## src/rtl/acc_arith_pkg.sv

```systemverilog
package acc_arith_pkg;

  typedef enum logic [2:0] {
    OP_PASS = 3'd0,
    OP_INC  = 3'd1,
    OP_ADD  = 3'd2,
    OP_AND  = 3'd3,
    OP_NEG  = 3'd4,
    OP_COM  = 3'd5,
    OP_ADC  = 3'd6,
    OP_SUB  = 3'd7
  } core_op_e;

  typedef enum logic [1:0] {
    CY_KEEP  = 2'd0,
    CY_CLEAR = 2'd1,
    CY_SET   = 2'd2,
    CY_FLIP  = 2'd3
  } cy_mode_e;

  typedef enum logic [1:0] {
    SH_NONE = 2'd0,
    SH_ROL  = 2'd1,
    SH_ROR  = 2'd2,
    SH_SWAP = 2'd3
  } sh_mode_e;

  typedef enum logic [2:0] {
    SK_NEVER     = 3'd0,
    SK_ALWAYS    = 3'd1,
    SK_CY_ZERO   = 3'd2,
    SK_CY_ONE    = 3'd3,
    SK_RES_ZERO  = 3'd4,
    SK_RES_NZ    = 3'd5,
    SK_ANY_ZERO  = 3'd6,
    SK_BOTH_NZ   = 3'd7
  } sk_mode_e;

  // The stored negate bit is inverted relative to its meaning.
  function automatic core_op_e decode_op(input logic [2:0] enc);
    return core_op_e'({~enc[2], enc[1:0]});
  endfunction

  function automatic logic preset_carry(input cy_mode_e m, input logic c);
    case (m)
      CY_CLEAR: return 1'b0;
      CY_SET:   return 1'b1;
      CY_FLIP:  return ~c;
      default:  return c;
    endcase
  endfunction

endpackage

```

## src/rtl/acc_core_op.sv

```systemverilog
module acc_core_op
  import acc_arith_pkg::*;
#(
  parameter int DATA_W = 16
) (
  input  core_op_e          op,
  input  logic [DATA_W-1:0] s_val,
  input  logic [DATA_W-1:0] d_val,
  output logic [DATA_W-1:0] res,
  output logic              cy_gen
);
  localparam int EXT_W = DATA_W + 1;

  logic [EXT_W-1:0] s_ext, d_ext, ns_ext, one_ext, acc;

  always_comb begin
    s_ext   = {1'b0, s_val};
    d_ext   = {1'b0, d_val};
    ns_ext  = {1'b0, ~s_val};
    one_ext = EXT_W'(1);
    case (op)
      OP_PASS: acc = s_ext;
      OP_INC:  acc = s_ext + one_ext;
      OP_ADD:  acc = d_ext + s_ext;
      OP_AND:  acc = {1'b0, d_val & s_val};
      OP_NEG:  acc = ns_ext + one_ext;
      OP_COM:  acc = ns_ext;
      OP_ADC:  acc = d_ext + ns_ext;
      default: acc = d_ext + ns_ext + one_ext;
    endcase
    res    = acc[DATA_W-1:0];
    cy_gen = acc[DATA_W];
  end

  // the AND code never yields an arithmetic carry
  always_comb begin
    if (op == OP_AND) assert_and_no_carry_R3: assert (!cy_gen);
  end

endmodule

```

## src/rtl/acc_shift.sv

```systemverilog
module acc_shift
  import acc_arith_pkg::*;
#(
  parameter int DATA_W = 16
) (
  input  sh_mode_e          mode,
  input  logic              cy_i,
  input  logic [DATA_W-1:0] r_i,
  output logic              cy_o,
  output logic [DATA_W-1:0] r_o
);
  localparam int HALF = DATA_W / 2;

  always_comb begin
    cy_o = cy_i;
    r_o  = r_i;
    case (mode)
      SH_ROL: begin
        cy_o = r_i[DATA_W-1];
        r_o  = {r_i[DATA_W-2:0], cy_i};
      end
      SH_ROR: begin
        cy_o = r_i[0];
        r_o  = {cy_i, r_i[DATA_W-1:1]};
      end
      SH_SWAP: r_o = {r_i[HALF-1:0], r_i[DATA_W-1:HALF]};
      default: ;
    endcase
  end

  // every shift variant only moves bits of the 17-bit word
  always_comb begin
    assert_shift_keeps_ones_R5: assert ($countones({cy_o, r_o}) == $countones({cy_i, r_i}));
  end

endmodule

```

## src/rtl/acc_skip.sv

```systemverilog
module acc_skip
  import acc_arith_pkg::*;
#(
  parameter int DATA_W = 16
) (
  input  sk_mode_e          mode,
  input  logic              cy,
  input  logic [DATA_W-1:0] r,
  output logic              take
);
  logic r_zero;

  always_comb begin
    r_zero = (r == '0);
    case (mode)
      SK_NEVER:    take = 1'b0;
      SK_ALWAYS:   take = 1'b1;
      SK_CY_ZERO:  take = ~cy;
      SK_CY_ONE:   take = cy;
      SK_RES_ZERO: take = r_zero;
      SK_RES_NZ:   take = ~r_zero;
      SK_ANY_ZERO: take = ~cy | r_zero;
      default:     take = cy & ~r_zero;
    endcase
  end

endmodule

```

## src/rtl/acc_arith_unit.sv

```systemverilog
module acc_arith_unit
  import acc_arith_pkg::*;
#(
  parameter int DATA_W = 16
) (
  input  logic              clk,
  input  logic              rst,
  input  logic              in_valid,
  input  logic [2:0]        op_code,
  input  logic [1:0]        carry_mode,
  input  logic [1:0]        shift_mode,
  input  logic [2:0]        skip_mode,
  input  logic              no_load,
  input  logic              carry_in,
  input  logic [DATA_W-1:0] src_val,
  input  logic [DATA_W-1:0] dst_val,
  output logic [DATA_W-1:0] wb_data,
  output logic              wb_en,
  output logic              carry_out,
  output logic              skip,
  output logic              out_valid
);
  localparam int HALF = DATA_W / 2;

  core_op_e          op;
  logic              cy_base, cy_gen, cy_mid, cy_sh, sk_take;
  logic [DATA_W-1:0] core_res, sh_res;

  always_comb begin
    op      = decode_op(op_code);
    cy_base = preset_carry(cy_mode_e'(carry_mode), carry_in);
    cy_mid  = cy_base ^ cy_gen;
  end

  acc_core_op #(.DATA_W(DATA_W)) u_core (
    .op(op), .s_val(src_val), .d_val(dst_val), .res(core_res), .cy_gen(cy_gen)
  );

  acc_shift #(.DATA_W(DATA_W)) u_shift (
    .mode(sh_mode_e'(shift_mode)), .cy_i(cy_mid), .r_i(core_res),
    .cy_o(cy_sh), .r_o(sh_res)
  );

  acc_skip #(.DATA_W(DATA_W)) u_skip (
    .mode(sk_mode_e'(skip_mode)), .cy(cy_sh), .r(sh_res), .take(sk_take)
  );

  always_ff @(posedge clk) begin
    if (rst) begin
      wb_data   <= '0;
      wb_en     <= 1'b0;
      carry_out <= 1'b0;
      skip      <= 1'b0;
      out_valid <= 1'b0;
    end else begin
      out_valid <= in_valid;
      if (in_valid) begin
        wb_data   <= sh_res;
        carry_out <= cy_sh;
        skip      <= sk_take;
        wb_en     <= ~no_load;
      end else begin
        wb_en <= 1'b0;
        skip  <= 1'b0;
      end
    end
  end

  // no-load suppresses the write
  assert_noload_blocks_write_R7: assert property (@(posedge clk) disable iff (rst)
    (in_valid && no_load) |=> !wb_en);

  // idle cycles produce no write, no skip, and hold the data
  assert_idle_quiet_R8: assert property (@(posedge clk) disable iff (rst)
    !in_valid |=> (!wb_en && !skip && !out_valid && $stable(wb_data)));

  // never and always skip codes
  assert_skip_never_R6: assert property (@(posedge clk) disable iff (rst)
    (in_valid && skip_mode == 3'd0) |=> !skip);
  assert_skip_always_R6: assert property (@(posedge clk) disable iff (rst)
    (in_valid && skip_mode == 3'd1) |=> skip);
  assert_skip_res_zero_R6: assert property (@(posedge clk) disable iff (rst)
    (in_valid && skip_mode == 3'd4) |=> (skip == (wb_data == '0)));

  // a passed source with byte swap shows the swapped source
  assert_swap_pass_R5: assert property (@(posedge clk) disable iff (rst)
    (in_valid && op_code == 3'b100 && shift_mode == 2'd3) |=>
      (wb_data == {$past(src_val[HALF-1:0]), $past(src_val[DATA_W-1:HALF])}));

  // clear preset with a carry-free op and no rotation gives carry 0
  assert_clear_carry_R4: assert property (@(posedge clk) disable iff (rst)
    (in_valid && carry_mode == 2'd1 && op_code == 3'b100 && shift_mode == 2'd0)
      |=> !carry_out);

endmodule

```

## config.mk

```make
export PLATFORM = sky130hd
export DESIGN_NAME = acc_arith_unit
export DESIGN_NICKNAME = d
export VERILOG_FILES = /design/src/rtl/acc_arith_pkg.sv /design/src/rtl/acc_core_op.sv /design/src/rtl/acc_shift.sv /design/src/rtl/acc_skip.sv /design/src/rtl/acc_arith_unit.sv
export SDC_FILE = /design/constraint.sdc
export NUM_CORES = 1
export LEC_CHECK = 0
export BUFFER_PORTS_ARGS = -buffer_cell sky130_fd_sc_hd__buf_2
export CELL_PAD_IN_SITES_DETAIL_PLACEMENT = 0
export CELL_PAD_IN_SITES_GLOBAL_PLACEMENT = 1
export CORE_UTILIZATION = 43
export DETAILED_ROUTE_END_ITERATION = 16
export PLACE_DENSITY_LB_ADDON = 0.2
export SKIP_LAST_GASP = 1
export SLEW_MARGIN = 5
export SYNTH_ARGS = -nofsm -noshare
export SYNTH_HDL_FRONTEND = slang
export SYNTH_SLANG_ARGS = --single-unit
```

## constraint.sdc

```tcl
create_clock -name clk -period 11.35 [get_ports clk]
set_input_delay 1.135 -clock clk [delete_from_list [all_inputs] [get_ports clk]]
set_output_delay 1.135 -clock clk [all_outputs]
set_load 0.05 [all_outputs]
```

[After elaboration in Yosys (flattened, before gate mapping)]
Index checks and enable logic that the tools add are counted.
Word-level totals
  bits of input ports: 47
  output and inout port bits: 20
  register bits after elaboration: 20
Cells by class
  bitwise operators: 11
  mux-type cells: 5
  equal/unequal tests: 18
  reductions and logical operators: 4
  add/sub/neg operators: 5
Operators by type and width (number)
  17-bit one-hot mux with 7 select lines: 1
  16-bit one-hot mux with 3 select lines: 1
  16-bit by 1-bit adder with 17-bit output, second input constant: 2
  16-bit by 16-bit adder with 17-bit output: 2
  3-bit equality test, second input constant: 6
  17-bit by 1-bit adder with 17-bit output, second input constant: 1
  16-bit bitwise AND: 1
  16-bit zero test: 1
  16-bit inverter: 1
  3-bit by 2-bit equality test with 1-bit output, second input constant: 4
  2-bit equality test, second input constant: 4
  1-bit one-hot mux with 7 select lines: 1
  3-bit by 1-bit equality test with 1-bit output, second input constant: 2
  3-bit zero test: 2
  1-bit inverter: 6
  2-bit by 1-bit equality test with 1-bit output, second input constant: 2
  1-bit one-hot mux with 3 select lines: 1
  1-bit one-hot mux with 2 select lines: 1
  2-bit OR reduction: 1
  1-bit bitwise AND: 1
  1-bit bitwise OR: 1
  1-bit XOR: 1

[Depth between registers and ports, before layout]
  depth in word-level cells: 10
  mapped depth: 17

[By module]
A second synthesis with hierarchy kept.
Second synthesis, totals
  cell total of the unflattened synthesis: 658
  area, all modules: 4702.0 um^2
Modules (own cells, without submodules)
  acc_core_op: instances 1, area an instance 3397.0 um^2, seq. area each 0.0 um^2, cells each 520
  acc_arith_unit: instances 1, area an instance 728.2 um^2, seq. area each 400.4 um^2, cells each 65
  acc_shift: instances 1, area an instance 508.0 um^2, seq. area each 0.0 um^2, cells each 64
  acc_skip: instances 1, area an instance 68.8 um^2, seq. area each 0.0 um^2, cells each 9

[Least setup slack after synthesis]
OpenSTA, ideal clock, no wires.
  kind: input to register
  start point: input port src_val[0]
  end point: register skip
  setup time: 122 ps
  path buffers: 0
  data required time: 11228 ps
  arrival: 4521 ps
  cell stages on the path: 16
  slack: 6707 ps
  path through: inv_1 -> ha_1 -> fa_1 -> a21o_1 -> a21oi_1 -> xnor2_1 -> a31oi_4 -> nor3b_4 -> a31o_1 -> a31oi_1 -> a221oi_1 -> a2bb2oi_1 -> or4b_1 -> nor4_2 -> a41oi_2 -> mux2i_1
Between the ends
  longest elaborated chain between the ends: 10
  elaborated cells on any way between the ends: 17
  those cells by class: 5 x add/sub; 4 x mux; 7 x bitwise; 1 x reduce/logical
RTL lines
  from (decl): RTL line acc_arith_unit.sv:15  | input logic [DATA_W-1:0] src_val,
  16-bit inverter: RTL line acc_core_op.sv:19  | ns_ext = {1'b0, ~s_val};
  16-bit by 16-bit adder with 17-bit output: RTL line acc_core_op.sv:28, acc_core_op.sv:29
  17-bit by 1-bit adder with 17-bit output: RTL line acc_core_op.sv:29  | default: acc = d_ext + ns_ext + one_ext;
  17-bit one-hot mux with 7 select lines (*): RTL line acc_core_op.sv:21  | case (op)
  1-bit XOR: RTL line acc_arith_unit.sv:32  | cy_mid = cy_base ^ cy_gen;
  16-bit one-hot mux with 3 select lines: RTL line acc_shift.sv:17  | case (mode)
  16-bit zero test: RTL line acc_skip.sv:14  | r_zero = (r == '0);
  1-bit inverter: RTL line acc_skip.sv:21, acc_skip.sv:23
  1-bit bitwise AND: RTL line acc_skip.sv:23  | default: take = cy & ~r_zero;
  1-bit one-hot mux with 7 select lines (*): RTL line acc_skip.sv:15  | case (mode)
  to (signal assigned): RTL line acc_arith_unit.sv:60  | skip <= sk_take;
  to (decl): RTL line acc_arith_unit.sv:20  | output logic skip,
Every way passes the cells marked *; elsewhere a longest branch is shown, timed or not.
A chain may end at the register's enable or synchronous reset.

[Worst setup path in the final report]
  start point: input port op_code[0]
  end point: register skip
Between the ends
  longest elaborated chain between the ends: 8
  elaborated cells on any way between the ends: 17
  those cells by class: 6 x eq/ne; 4 x mux; 5 x bitwise; 2 x reduce/logical
RTL lines
  from (decl): RTL line acc_arith_unit.sv:9  | input logic [2:0] op_code,
  3-bit equality test, or another cell as far along: RTL line acc_core_op.sv:21
  17-bit one-hot mux with 7 select lines (*): RTL line acc_core_op.sv:21
  1-bit XOR: RTL line acc_arith_unit.sv:32
  16-bit one-hot mux with 3 select lines: RTL line acc_shift.sv:17
  16-bit zero test: RTL line acc_skip.sv:14
  1-bit inverter: RTL line acc_skip.sv:21, acc_skip.sv:23
  1-bit bitwise AND: RTL line acc_skip.sv:23
  1-bit one-hot mux with 7 select lines (*): RTL line acc_skip.sv:15
Marked as above.

==> metrics <==
Fin. Hold Viols=0; Pwr Total=0.0004818 W; detailed-placement wirelength estimate=13.40 mm; final WL=17.32 mm; Iteration-0 DRC Markers=672; GPL Wtd Cong=0.9433; hold path cells=2; RR Startpoint=wb_data[12]; min-delay src=wb_data[0]; initial antenna violation count=0; row cnt=38; commonest register cell after synthesis=dfxtp_1; Hold Buf Count CTS=0; Worst Path Required=11.53 ns; die area=11960 um^2; Post-synth EDFFs=0; Num CTS Buffers=3; drt pass-1 iters=6; Post-CTS Setup Inserts=0; Layout area overhead=7.374%; Max Slew Vio Count=0; skew final=0 ns; Overall Global Routing Usage=29.14%; Final TNS setup=0 ns; CTS tree=built; Chip Height=109.3 um; mean post-synth cell area=6.920 um^2; routed via count=5730; CP Launch Type=primary input; status=complete, no violations; largest net degree at the start of global routing=53; vias per inst=6.534; Post-CTS Resized=0; crit share post-route=47.89%; H-tree Lvls=1; vias in the first global route=5231; reg-to-reg endpoint=wb_data[12]; WHS=0.4760 ns; Final Core Density=48.23%; Root Buffer=clkbuf_16; CTS clock-pin slew for the worst setup and hold paths=0.05 ns; crit path max fanout=52; critical path class=primary input to flip-flop; Sink Count=20; register area share after synthesis=8.081%; syn nets=802; hold worst-path end=wb_data[0]; FF-to-FF path depth=3; CP Capture Type=flip-flop; Synth Warn #=0; Hold Crit Class=flip-flop to flip-flop; DRC viols=0; PwrDens=90.56 nW/um^2; Max-Cap Viols=0; starting density of the core=44.92%; asr flop ratio synth=0%; first-pass GRT wire length=27.45 mm; Lkg Pwr=2.205 nW; Worst-Margin Slew=1.160 ns; Worst Path Arrival=5.62 ns; final setup fails=0; total congestion overflow=0; Clock Path Buffers=2; ratio of cells with drive above 1 in the final layout=14.11%; synthesized area=4955 um^2; min Tclk post-route=5.435 ns; Skew-Pair Late Insertion Delay=0.25 ns; Achievable Freq=184.0 MHz; DR WL/cell=19.74 um; IO Port Bufs=66; diode count=0; ANT nets after route=0; Die W=109.3 um; peak supply drop=0.07078 mV; RSZ-0062 raised after global routing=no; count of cell types in the netlist=88; Layout Nets=825; Yosys reg bits=20; Syn Inst Count=716; R2R setup slack=10.65 ns; Boundary Pins=67; Max-slew headroom=22.05%; Core Area=11030 um^2
==> report_power, final <==
part | leakage [nW] | switching [W] | total (W) | internal, W
sequential | 0.165 | 0.00000280 | 0.0000794 | 0.0000766
clock | 0.0370 | 0.0000254 | 0.0000718 | 0.0000464
combinational | 2.00 | 0.000217 | 0.000331 | 0.000114
==> cells in the mapped netlist (all sizes together) (5+ instances only) <==
master | count | area, um^2
nand2 | 54 | 205.2
clkbuf | 30 | 112.6
xor2 | 8 | 70.07
a311oi | 5 | 43.79
a31oi | 9 | 71.32
nor2 | 73 | 276.5
o211ai | 15 | 117.6
nor2b | 16 | 100.1
o221ai | 6 | 58.80
o31ai | 6 | 45.04
nand3 | 19 | 105.1
inv | 41 | 153.9
dfxtp | 20 | 400.4
o22ai | 10 | 62.56
or4 | 5 | 45.04
and3 | 8 | 50.05
mux2i | 18 | 180.2
nand4 | 8 | 56.30
or2 | 5 | 31.28
a21oi | 64 | 335.3
a22oi | 8 | 60.06
o2bb2ai | 5 | 43.79
o21a | 9 | 67.56
nand2b | 11 | 68.82
or3 | 18 | 112.6
nor3 | 21 | 116.4
o21ai | 44 | 220.2
ha | 37 | 462.9
a211oi | 14 | 127.6
nor4 | 6 | 65.06
xnor2 | 17 | 148.9
buf | 20 | 117.6
a2bb2oi | 7 | 61.31
a21o | 5 | 37.54
o211a | 5 | 50.05
a221oi | 15 | 137.6
==> layout by cell type (no fill, tap or decap), types with 14 or more instances in the layout <==
cell type and instances:
dfxtp_1 20, nor3_1 20, inv_1 40, mux2i_1 18, or3_1 18, o211ai_1 14
nand3_1 17, nand2_1 53, nor2_1 72, o21ai_0 40, a221oi_1 14, a21oi_1 60
nor2b_1 16, buf_2 66, ha_1 37, xnor2_1 17
==> final cells by class <==
| type | count | area (um^2) |
|---|---|---|
| fillers | 1113 | 5710 |
| repair buffers | 68 | 345.3 |
| flip-flops and latches | 20 | 400.4 |
| well taps | 140 | 175.2 |
| multi-input cells | 605 | 4170 |
| clock buffers | 3 | 75.07 |
| inverters | 41 | 153.9 |
==> logic make-up (layout without fill, tap and decap cells) <==
group	after synthesis	in the layout	synth area share, %
fa+ha+maj	39	39	10.15
compound gates	265	265	38.26
simple gates	257	257	27.40
mux	19	19	3.939
xor+xnor	25	25	4.419
buf+inv	91	112	7.752
flops	20	20	8.081
==> per-layer routing <==
metal,global-route usage (%),up-vias,routed length (um)
li1,-,2738,-
met1,40.19,2661,7661
met2,47.17,295,7633
met3,4.624,36,1527
met4,7.238,0,493
met5,0,-,0
==> worst max-delay path by stage <==
stage                     startpoint  endpoint  slack [ns]  cells past startpoint
after floorplan           src_val[0]      skip        6.71                     16
after global placement    src_val[3]      skip        5.86                     15
after detailed placement  op_code[0]      skip        5.73                     14
after CTS                 op_code[0]      skip        6.02                     14
after global routing      op_code[0]      skip        5.60                     14
final                     op_code[0]      skip        5.91                     14
==> sequential cells by signal (all words and copies together), names as in the netlist <==
register and cells:
carry_out 1, skip 1, wb_data 16, out_valid 1, wb_en 1
==> stage by stage <==
| stage | instance area [um^2] | std cells | worst slack (ns) |
|---|---|---|---|
| 4_1_cts | 5320 | 877 | 6.025 |
| 5_1_grt | 5320 | 877 | 5.599 |
| 3_3_place_gp | 5245 | 874 | 5.863 |
| 6_report | 5320 | 877 | 5.915 |
| 2_1_floorplan | 4955 | 716 | 6.707 |
| 3_5_place_dp | 5245 | 874 | 5.732 |
==> worst max-delay path: stages <==
cell and delay [ns]:
buf_2 0.70, nand3b_1 0.68, nand3_1 0.33, a21oi_2 0.08
nor4_2 0.27, nor3b_4 0.36, nor3_1 0.08, or3_1 0.36
a311oi_1 0.64, a221oi_1 0.17, a2bb2oi_1 0.26, nor3_1 0.12
a41oi_2 0.22, mux2i_1 0.19
(Power assumes the default switching activity.)
